`src/rtl/sbw_pkg.sv`:
```
package sbw_pkg;

   // Bytes needed to hold a field of the given bit width
   function automatic int bytes_of(input int bits);
      return (bits + 7) / 8;
   endfunction

   // Address bits needed to cover a byte span
   function automatic int span_bits(input int span);
      return (span <= 2) ? 1 : $clog2(span);
   endfunction

endpackage

```
`src/rtl/sbw_lane_pack.sv`:
```
module sbw_lane_pack #(
   parameter int SAMPLE_W = 16,
   parameter int NUM_AXES = 3,
   localparam int SMP_BYTES = sbw_pkg::bytes_of(SAMPLE_W),
   localparam int SET_BYTES = NUM_AXES * SMP_BYTES
) (
   input  logic [NUM_AXES*SAMPLE_W-1:0] smp_in,
   output logic [SET_BYTES*8-1:0]       lanes_out
);

   // Lane (axis*SMP_BYTES + b) carries byte b of the axis: least significant byte first
   for (genvar a = 0; a < NUM_AXES; a++) begin : g_axis
      for (genvar b = 0; b < SMP_BYTES; b++) begin : g_byte
         assign lanes_out[(a*SMP_BYTES + b)*8 +: 8] = smp_in[a*SAMPLE_W + b*8 +: 8];
      end
   end

endmodule

```
`src/rtl/sbw_addr_seq.sv`:
```
module sbw_addr_seq #(
   parameter int BATCH  = 32,
   parameter int STEP   = 6,
   parameter int ADDR_W = 8,
   localparam int CNT_W = sbw_pkg::span_bits(BATCH)
) (
   input  logic              clk,
   input  logic              rst_n,
   input  logic              advance,
   output logic [ADDR_W-1:0] cur_addr,
   output logic              at_last
);

   logic [CNT_W-1:0]  slot_q;
   logic [ADDR_W-1:0] addr_q;

   assign cur_addr = addr_q;
   assign at_last  = (slot_q == CNT_W'(BATCH - 1));

   always_ff @(posedge clk or negedge rst_n) begin
      if (!rst_n) begin
         slot_q <= '0;
         addr_q <= '0;
      end else if (advance) begin
         if (at_last) begin
            slot_q <= '0;
            addr_q <= '0;
         end else begin
            slot_q <= slot_q + CNT_W'(1);
            addr_q <= addr_q + ADDR_W'(STEP);
         end
      end
   end

endmodule

```
`src/rtl/sbw_irq_hold.sv`:
```
module sbw_irq_hold #(
   parameter int HOLD = 8,
   localparam int TW  = sbw_pkg::span_bits(HOLD + 1)
) (
   input  logic clk,
   input  logic rst_n,
   input  logic fire,
   output logic irq
);

   logic [TW-1:0] left_q;

   // A fresh batch end reloads the full width even if a pulse is already running
   always_ff @(posedge clk or negedge rst_n) begin
      if (!rst_n)              left_q <= '0;
      else if (fire)           left_q <= TW'(HOLD);
      else if (left_q != '0)   left_q <= left_q - TW'(1);
   end

   assign irq = (left_q != '0);

endmodule

```
`src/rtl/sample_batch_writer.sv`:
```
module sample_batch_writer #(
   parameter int SAMPLE_W = 16,
   parameter int NUM_AXES = 3,
   parameter int BATCH    = 32,
   parameter int IRQ_HOLD = 8,
   localparam int SET_BYTES = NUM_AXES * sbw_pkg::bytes_of(SAMPLE_W),
   localparam int ADDR_W    = sbw_pkg::span_bits(BATCH * SET_BYTES)
) (
   input  logic                          clk,
   input  logic                          rst_n,
   input  logic                          smp_valid,
   input  logic [NUM_AXES*SAMPLE_W-1:0]  smp_data,
   output logic                          wr_en,
   output logic [ADDR_W-1:0]             wr_addr,
   output logic [SET_BYTES-1:0]          wr_be,
   output logic [SET_BYTES*8-1:0]        wr_data,
   output logic                          irq
);

   if (SAMPLE_W % 8 != 0) begin : g_bad_width
      $error("SAMPLE_W must be a whole number of bytes");
   end
   if (IRQ_HOLD < 4) begin : g_bad_hold
      $error("IRQ_HOLD must be at least 4 cycles");
   end
   if (BATCH < 2) begin : g_bad_batch
      $error("BATCH must be at least 2");
   end

   logic [SET_BYTES*8-1:0] packed_set;
   logic [ADDR_W-1:0]      slot_addr;
   logic                   slot_last;
   logic                   batch_done;

   sbw_lane_pack #(
      .SAMPLE_W (SAMPLE_W),
      .NUM_AXES (NUM_AXES)
   ) u_pack (
      .smp_in    (smp_data),
      .lanes_out (packed_set)
   );

   sbw_addr_seq #(
      .BATCH  (BATCH),
      .STEP   (SET_BYTES),
      .ADDR_W (ADDR_W)
   ) u_seq (
      .clk      (clk),
      .rst_n    (rst_n),
      .advance  (smp_valid),
      .cur_addr (slot_addr),
      .at_last  (slot_last)
   );

   assign batch_done = smp_valid && slot_last;

   sbw_irq_hold #(
      .HOLD (IRQ_HOLD)
   ) u_irq (
      .clk   (clk),
      .rst_n (rst_n),
      .fire  (batch_done),
      .irq   (irq)
   );

   // One registered write per accepted set
   always_ff @(posedge clk or negedge rst_n) begin
      if (!rst_n) begin
         wr_en   <= 1'b0;
         wr_addr <= '0;
         wr_be   <= '0;
         wr_data <= '0;
      end else begin
         wr_en <= smp_valid;
         wr_be <= smp_valid ? {SET_BYTES{1'b1}} : '0;
         if (smp_valid) begin
            wr_addr <= slot_addr;
            wr_data <= packed_set;
         end
      end
   end

endmodule

```
`config.mk`:
```
export PLATFORM = sky130hd
export DESIGN_NAME = sample_batch_writer
export DESIGN_NICKNAME = d
export VERILOG_FILES = /design/src/rtl/sbw_pkg.sv /design/src/rtl/sbw_lane_pack.sv /design/src/rtl/sbw_addr_seq.sv /design/src/rtl/sbw_irq_hold.sv /design/src/rtl/sample_batch_writer.sv
export SDC_FILE = /design/constraint.sdc
export NUM_CORES = 1
export LEC_CHECK = 0
export BUFFER_PORTS_ARGS = -buffer_cell sky130_fd_sc_hd__buf_4
export CORE_ASPECT_RATIO = 1.4
export CORE_MARGIN = 8
export CORE_UTILIZATION = 40
export CTS_BUF_LIST = sky130_fd_sc_hd__clkbuf_4 sky130_fd_sc_hd__clkbuf_8
export DETAILED_ROUTE_END_ITERATION = 8
export PLACE_DENSITY = 0.73
export RECOVER_POWER = 100
export SYNTH_ARGS = -nofsm -noshare
export SYNTH_HDL_FRONTEND = slang
export SYNTH_HIERARCHICAL = 1
export SYNTH_SLANG_ARGS = --single-unit
```
`constraint.sdc`:
```
create_clock -name clk -period 2.3 [get_ports clk]
set_input_delay 0.115 -clock clk [delete_from_list [all_inputs] [get_ports clk]]
set_output_delay 0.115 -clock clk [all_outputs]
set_load 0.01 [all_outputs]
```
==> out/qor.txt, run 1 <==
GRT
---------------------------------------------------------------------------------------
Via count of the first global-routing pass ...............................        2,460
Initial antenna violation count ..........................................            1
Total grt overflow .......................................................            0
Maximum number of pins on one net before global-route repair .............           74
Wire length of the first global-routing pass .............................    12,480 um
Total GRT Usage ..........................................................       13.45%

FLOORPLANNING
---------------------------------------------------------------------------------------
Die H ....................................................................     126.4 um
Die width ................................................................     94.84 um
Total core area ..........................................................   8508 sq um
Initial cell density of the core .........................................       40.91%
Row cnt ..................................................................           40
Overall die area ......................................................... 11,990 sq um
Total I/O pin count ......................................................          115

POWER AND IR DROP
---------------------------------------------------------------------------------------
Share of total power in sequential cells .................................        44.7%
Static Leakage ...........................................................     1.999 nW
Internal power contribution ..............................................     2.803 mW
Combinational share of power .............................................        22.9%
Share of total power consumed by net switching ...........................       28.00%
Relative contribution of the clock network to total power ................        32.4%
IR Drop Worst-Case VDD ...................................................     388.1 uV
Reported net switching power .............................................     1.090 mW
PD cells ................................................................. 873.2 nW/um^2

DRT
---------------------------------------------------------------------------------------
TritonRoute pass-1 iters .................................................            4
Number of violations reported at the end of detailed-routing iteration 0 .           74
Post-DR vias/cell ........................................................        4.616
DR DRC count .............................................................            0
Final antenna-violating net count ........................................            0
WL per Instance ..........................................................     16.24 um
Total via count in the routed design .....................................        2,211
Total routed wirelength ..................................................      7781 um

FINISH
---------------------------------------------------------------------------------------
Synth-to-layout area growth ..............................................       28.07%
Commonest cells after routing, fill and taps aside ....................... sky130_fd_sc_hd__dfrtp_1, sky130_fd_sc_hd__clkbuf_1, sky130_fd_sc_hd__dlygate4sd3_1, sky130_fd_sc_hd__buf_4, sky130_fd_sc_hd__mux2_2
Share of layout cells above drive strength 1 .............................       30.29%
Layout filler cell count .................................................          798
Register cell area after layout ..........................................   1827 sq um
Most common cell after layout, fill and taps aside ....................... sky130_fd_sc_hd__dfrtp_1
Area of combinational cells with multiple inputs .........................   1092 sq um
Net count reported at finish .............................................          423
Post-Route Utilization ...................................................       52.40%

SYNTHESIS
---------------------------------------------------------------------------------------
Distinct cells, synth ....................................................           37
Post-synthesis average cell area .........................................  13.70 sq um
Top cells by area in the synthesized netlist ............................. sky130_fd_sc_hd__dfrtp_1, sky130_fd_sc_hd__mux2_4, sky130_fd_sc_hd__buf_4, sky130_fd_sc_hd__mux2_2, sky130_fd_sc_hd__ha_1
Count of state elements after synthesis ..................................           73
Number of warnings issued by yosys .......................................            6
Cell Area, Synth .........................................................   3481 sq um
Register area share after synthesis ......................................       52.48%
Portion of synthesized cell area occupied by the leading cell type .......       52.48%
Post-synth net total .....................................................          309
Mapped Cells .............................................................          254
Cell accounting for the most synthesized area ............................ sky130_fd_sc_hd__dfrtp_1

CLOCKING
---------------------------------------------------------------------------------------
Clock Sinks ..............................................................           73
Clk slew on worst S/H paths ..............................................        70 ps
Buffer count from post-CTS setup fixing ..................................            0
TritonCTS clock tree .....................................................          yes
Source-to-sink clock delay at the later pin of the worst-skew pair .......       340 ps
CTS root buf ............................................................. sky130_fd_sc_hd__clkbuf_8
Clk buf depth ............................................................            2
CTS H-Tree Depth .........................................................            3
Cts bufs inserted ........................................................            9

FLOW RUN
---------------------------------------------------------------------------------------
# Max-Cap Violations .....................................................            1

TIMING
---------------------------------------------------------------------------------------
RSZ-0062 raised after global routing .....................................        false
Rel. slew slack ..........................................................      -21.64%
Final-report max-slew violation count ....................................           29
Final setup violation count ..............................................            0
Share of the clock period used by the worst path .........................       86.55%
Slew at the pin with the worst max-slew slack ............................      1825 ps
Highest Clock Rate .......................................................    502.3 MHz
Number of endpoints with negative hold slack in the final report .........            0
Final-layout setup total negative slack ..................................         0 ps
Setup skew after layout ..................................................     8.823 ps
Final min period .........................................................      1991 ps

PLACED DESIGN
---------------------------------------------------------------------------------------
DP Wirelength ............................................................      5242 um
Placer's final routability congestion estimate ...........................       0.6970
Number of buffers added on ports .........................................          114

WORST SETUP PATH
---------------------------------------------------------------------------------------
Sort of element at the start of the critical path ........................     register
Cell with the largest stage delay on the worst path ...................... sky130_fd_sc_hd__or4_1
Crit-path max cell delay .................................................       530 ps
Crit end category ........................................................     register
Largest fanout on the critical path ......................................            5
CP required ..............................................................      2530 ps
Most common cell type on the critical path ............................... sky130_fd_sc_hd__ha_1
Critical-path cell list .................................................. ha_1, and3_1, ha_1, nand2b_1, or4_1, o221ai_1
Type of the setup path with the least slack ..............................      reg2reg
Data arrival at the endpoint of the critical path ........................      2220 ps

HOLD PATH
---------------------------------------------------------------------------------------
HP Class .................................................................       in2reg

OUTCOME
---------------------------------------------------------------------------------------
Run status ............................................................... finished, violations left
Violations in the final reports .......................................... capacitance limit, slew limit

[metrics by stage]
| step | hold WS (ps) | setup WS, ps | power, mW | cells | cell area, sq um |
|---|---|---|---|---|---|
| after floorplan | -180.6 | 395.0 | 2.355 | 254 | 3481 |
| after global placement | 301.9 | 487.8 | 2.720 | 413 | 4023 |
| after detailed placement | 317.3 | 431.3 | 2.773 | 413 | 4023 |
| after CTS | 183.8 | 398.3 | 4.139 | 478 | 4771 |
| after global routing | 166.7 | 167.1 | 4.120 | 479 | 4458 |
| final | 167.7 | 309.3 | 3.893 | 479 | 4458 |
[cell families after synthesis]
logic type	count (synthesis)	synth area share (%)
multiplexers	61	22.86
flip-flops	73	52.48
adder cells (fa/ha/maj)	4	1.438
buffers and inverters	70	14.56
AND/OR/NAND/NOR	25	4.709
AO/OA/AOI/OAI	19	3.595
other	1	0.1077
XOR/XNOR	1	0.2517
[final cells by class]
type | instances | area share [%]
Antenna cell | 1 | 0.05613
Clock inverter | 4 | 2.217
Multi-Input combinational cell | 111 | 24.50
Inverter | 7 | 0.5894
Timing Repair Buffer | 166 | 25.15
Tap cell | 105 | 2.947
Clock buffer | 12 | 3.564
Sequential cell | 73 | 40.98
[worst max-delay path: cells and delay by family (launching register included)]
family	cells	cell delay, ps
and+or+nand+nor	3	930
adders and majority gates	2	430
DFF	1	420
AOI/OAI and AO/OA	1	90
[flip-flops by register name (all words and copies together) (netlist names)]
name,cells
u_irq/left_q,4
u_seq/cur_addr,7
u_seq/slot_q,5
wr_addr,8
wr_be,1
wr_data,48
[layer usage]
metal	up-vias	track usage (%)	share of wire, %
met3	20	2.893	4.6
met4	0	9.041	3.5
met5	-	0	0
met2	52	24.34	58
met1	1094	13.11	34
li1	1045	-	-
[timing repair]
action                                 in CTS  in global routing
hold buffers                               49                  0
endpoints found under the hold margin     121                  0
resized for setup                           0                  0
[power groups by stage]
| stage | combinational, mW | sequential [mW] | clock (mW) |
|---|---|---|---|
| after floorplan | 0.568 | 1.79 | 0 |
| after global placement | 0.970 | 1.75 | 0 |
| after detailed placement | 1.01 | 1.77 | 0 |
| after CTS | 1.08 | 1.75 | 1.31 |
| after global routing | 0.988 | 1.78 | 1.35 |
| final | 0.891 | 1.74 | 1.26 |
[path summary, 6_finish.rpt]
check	startpoint	end	slack, ps	cells past startpoint
setup reg to reg	u_seq/slot_q[0]	u_seq/cur_addr[7]	310	6
max in group asynchronous	rst_n	wr_data[38]	1260	2
setup / recovery	u_seq/slot_q[0]	u_seq/cur_addr[7]	310	6
hold reg to reg	wr_addr[1]	wr_addr[1]	490	1
hold / removal	smp_valid	u_seq/cur_addr[1]	170	2
min in group asynchronous	rst_n	wr_data[22]	450	2
[cells in the mapped netlist, drive strengths merged]
cell,count
xor2,1
o211ai,1
dfrtp,73
a211oi,1
o31a,1
a211o,1
o21ai,6
o2bb2ai,2
nand3b,4
or3,2
or4,1
mux2i,3
nand2,2
nor4b,1
and3,1
conb,1
ha,4
nand2b,4
nor2,3
mux2,58
a31oi,1
and2,1
nor2b,2
inv,7
or3b,1
buf,63
o221ai,1
nor3b,1
nand3,1
a22oi,1
o31ai,1
a21oi,3
nor3,1
Power figures use the tool's default switching activity.
==> run 2, diff against run 1 <==
--- a/config.mk
+++ b/config.mk
@@ -12,5 +12,6 @@
 export CTS_BUF_LIST = sky130_fd_sc_hd__clkbuf_4 sky130_fd_sc_hd__clkbuf_8
 export DETAILED_ROUTE_END_ITERATION = 8
-export PLACE_DENSITY = 0.73
+export GPL_ROUTABILITY_DRIVEN = 0
+export PLACE_DENSITY = 0.67
 export RECOVER_POWER = 100
 export SYNTH_ARGS = -nofsm -noshare
==> constraint.sdc (replaced) <==
create_clock -name clk -period 2.3 [get_ports clk]
set_input_delay 0.575 -clock clk [delete_from_list [all_inputs] [get_ports clk]]
set_output_delay 0.575 -clock clk [all_outputs]
set_load 0.01 [all_outputs]
==> out/qor.txt, run 2 (synthesis results as in run 1) <==
OUTCOME
---------------------------------------------------------------------------------------
Run status ............................................................... finished, violations left   unchanged
Violations in the final reports .......................................... capacitance limit, slew limit   unchanged

CLOCKING
---------------------------------------------------------------------------------------
Hold-fix buffer count after cts ..........................................            0   was 49
TritonCTS clock tree .....................................................          yes   unchanged
Clk slew on worst S/H paths ..............................................        80 ps   was 70 ps
Cts bufs inserted ........................................................            9   unchanged
Source-to-sink clock delay at the later pin of the worst-skew pair .......       350 ps   was 340 ps
Buffer count from post-CTS setup fixing ..................................            0   unchanged
Clk buf depth ............................................................            2   unchanged
Clock Sinks ..............................................................           73   unchanged
CTS H-Tree Depth .........................................................            3   unchanged
CTS root buf ............................................................. sky130_fd_sc_hd__clkbuf_8   unchanged

TIMING
---------------------------------------------------------------------------------------
Final-layout setup total negative slack ..................................         0 ps   unchanged
Final setup violation count ..............................................            0   unchanged
Final worst setup slack ..................................................     136.5 ps   was 309.3 ps
Number of endpoints with negative hold slack in the final report .........            0   unchanged
Share of the clock period used by the worst path .........................       94.07%   was 86.55%
Slew at the pin with the worst max-slew slack ............................      1770 ps   was 1825 ps
Hold Slack ...............................................................     440.7 ps   was 167.7 ps
RSZ-0062 raised after global routing .....................................        false   unchanged
Final min period .........................................................      2164 ps   was 1991 ps
Highest Clock Rate .......................................................    462.2 MHz   was 502.3 MHz
Final-report max-slew violation count ....................................           31   was 29
Rel. slew slack ..........................................................      -18.03%   was -21.64%
Setup skew after layout ..................................................     11.52 ps   was 8.823 ps

WORST SETUP PATH
---------------------------------------------------------------------------------------
CP required ..............................................................      1730 ps   was 2530 ps
Crit end category ........................................................  output port   was register
Crit-path max cell delay .................................................       420 ps   was 530 ps
Sort of element at the start of the critical path ........................     register   unchanged
Data arrival at the endpoint of the critical path ........................      1590 ps   was 2220 ps
Largest fanout on the critical path ......................................            5   unchanged
Type of the setup path with the least slack ..............................      reg2out   was reg2reg
Cell with the largest stage delay on the worst path ...................... sky130_fd_sc_hd__dfrtp_1   was sky130_fd_sc_hd__or4_1
Critical-path cell list .................................................. inv_1, ha_2, or3b_4, clkbuf_2   was ha_1, and3_1, ha_1, nand2b_1, or4_1, o221ai_1

DRT
---------------------------------------------------------------------------------------
Final antenna-violating net count ........................................            0   unchanged
Number of violations reported at the end of detailed-routing iteration 0 .           47   was 74
DR DRC count .............................................................            0   unchanged
Post-DR vias/cell ........................................................        4.641   was 4.616
TritonRoute pass-1 iters .................................................            4   unchanged
Total via count in the routed design .....................................        1,991   was 2,211
WL per Instance ..........................................................     16.23 um   was 16.24 um
Total routed wirelength ..................................................      6962 um   was 7781 um

FLOORPLANNING
---------------------------------------------------------------------------------------
Overall die area ......................................................... 11,990 sq um   unchanged
Initial cell density of the core .........................................       40.91%   unchanged
Total I/O pin count ......................................................          115   unchanged
Row cnt ..................................................................           40   unchanged
Die H ....................................................................     126.4 um   unchanged
Die width ................................................................     94.84 um   unchanged
Total core area ..........................................................   8508 sq um   unchanged

PLACED DESIGN
---------------------------------------------------------------------------------------
Total cell area at the placement stage ...................................   4035 sq um   was 4023 sq um
DP Wirelength ............................................................      5206 um   was 5242 um
Total instance count after detailed placement ............................          413   unchanged
Number of buffers added on ports .........................................          114   unchanged
Post-placement worst setup slack .........................................     286.0 ps   was 431.3 ps

GRT
---------------------------------------------------------------------------------------
Total GRT Usage ..........................................................       11.99%   was 13.45%
Total grt overflow .......................................................            0   unchanged
Initial antenna violation count ..........................................            0   was 1
Maximum number of pins on one net before global-route repair .............           44   was 74
Wire length of the first global-routing pass .............................    11,120 um   was 12,480 um
Via count of the first global-routing pass ...............................        2,147   was 2,460

FINISH
---------------------------------------------------------------------------------------
Synth-to-layout area growth ..............................................       12.55%   was 28.07%
Final instance count without filler cells ................................          429   was 479
Max FFs per register .....................................................           48   unchanged
Most common cell after layout, fill and taps aside ....................... sky130_fd_sc_hd__dfrtp_1   unchanged
Diodes inserted ..........................................................            0   was 1
Net count reported at finish .............................................          374   was 423
Post-Route Utilization ...................................................       46.04%   was 52.40%
Register name with the most flops ........................................      wr_data   unchanged
Commonest cells after routing, fill and taps aside ....................... sky130_fd_sc_hd__dfrtp_1, sky130_fd_sc_hd__clkbuf_1, sky130_fd_sc_hd__buf_4, sky130_fd_sc_hd__mux2_1, sky130_fd_sc_hd__mux2_2   was sky130_fd_sc_hd__dfrtp_1, sky130_fd_sc_hd__clkbuf_1, sky130_fd_sc_hd__dlygate4sd3_1, sky130_fd_sc_hd__buf_4, sky130_fd_sc_hd__mux2_2
Share of layout cells above drive strength 1 .............................       30.86%   was 30.29%
Post-Layout Inst Area ....................................................   3918 sq um   was 4458 sq um

POWER AND IR DROP
---------------------------------------------------------------------------------------
Tot Pwr ..................................................................     3.692 mW   was 3.893 mW
PD cells ................................................................. 942.4 nW/um^2   was 873.2 nW/um^2
IR Drop Worst-Case VDD ...................................................     490.9 uV   was 388.1 uV
Static Leakage ...........................................................     1.735 nW   was 1.999 nW

HOLD PATH
---------------------------------------------------------------------------------------
HP Class .................................................................       in2reg   unchanged

FLOW RUN
---------------------------------------------------------------------------------------
# Max-Cap Violations .....................................................            1   unchanged

run 2: changes by cell type in the layout (fill, tap and decap cells not counted), sizes merged:
cell and change:
diode -1, clkinv +1, bufinv -1, dlygate4sd3 -49, buf +19, clkbuf -19
run 2: worst paths after layout:
check                           cells past startpoint           endpoint             from  slack [ps]
worst max-delay path                                4                irq  u_irq/left_q[0]         140
worst min register to register                      1        wr_data[29]      wr_data[29]         490
max in group asynchronous                           1        wr_data[32]            rst_n         580
worst min-delay path                                2        wr_data[38]     smp_data[38]         440
worst max register to register                      6  u_seq/cur_addr[7]  u_seq/slot_q[0]         180
min in group asynchronous                           1         wr_addr[5]            rst_n         700
run 2: power breakdown:
| group | switching, mW | internal [mW] | leakage (nW) |
|---|---|---|---|
| Sequential | 0.192 | 1.54 | 0.851 |
| Clock | 0.467 | 0.700 | 0.123 |
| Combinational | 0.395 | 0.400 | 0.762 |
run 2: cell type report:
class,instances,area (sq um)
Timing Repair Buffer,117,656.9
Inverter,7,26.28
Tap cell,105,131.4
Clock buffer,12,165.2
Multi-Input combinational cell,111,1037
Sequential cell,73,1827
Fill cell,826,4591
Clock inverter,4,73.82
run 2: worst max-delay path, delay by kind of cell, from the launching register on:
family	cells	cell delay (ps)
flip-flops	1	420
AND/OR/NAND/NOR	1	400
buffers and inverters	2	220
adder cells (fa/ha/maj)	1	200
run 2: routing by layer:
metal	wire [um]	track usage, %	vias to the layer above
li1	-	-	942
met1	2688	12.62	978
met2	3658	20.44	58
met3	405	3.483	13
met4	210	7.103	0
met5	0	0	-
run 2: repair_timing:
item	4_1_cts	5_1_grt
endpoints found under the setup margin	0	1
hold endpoints to repair	0	0
resized for setup	0	1
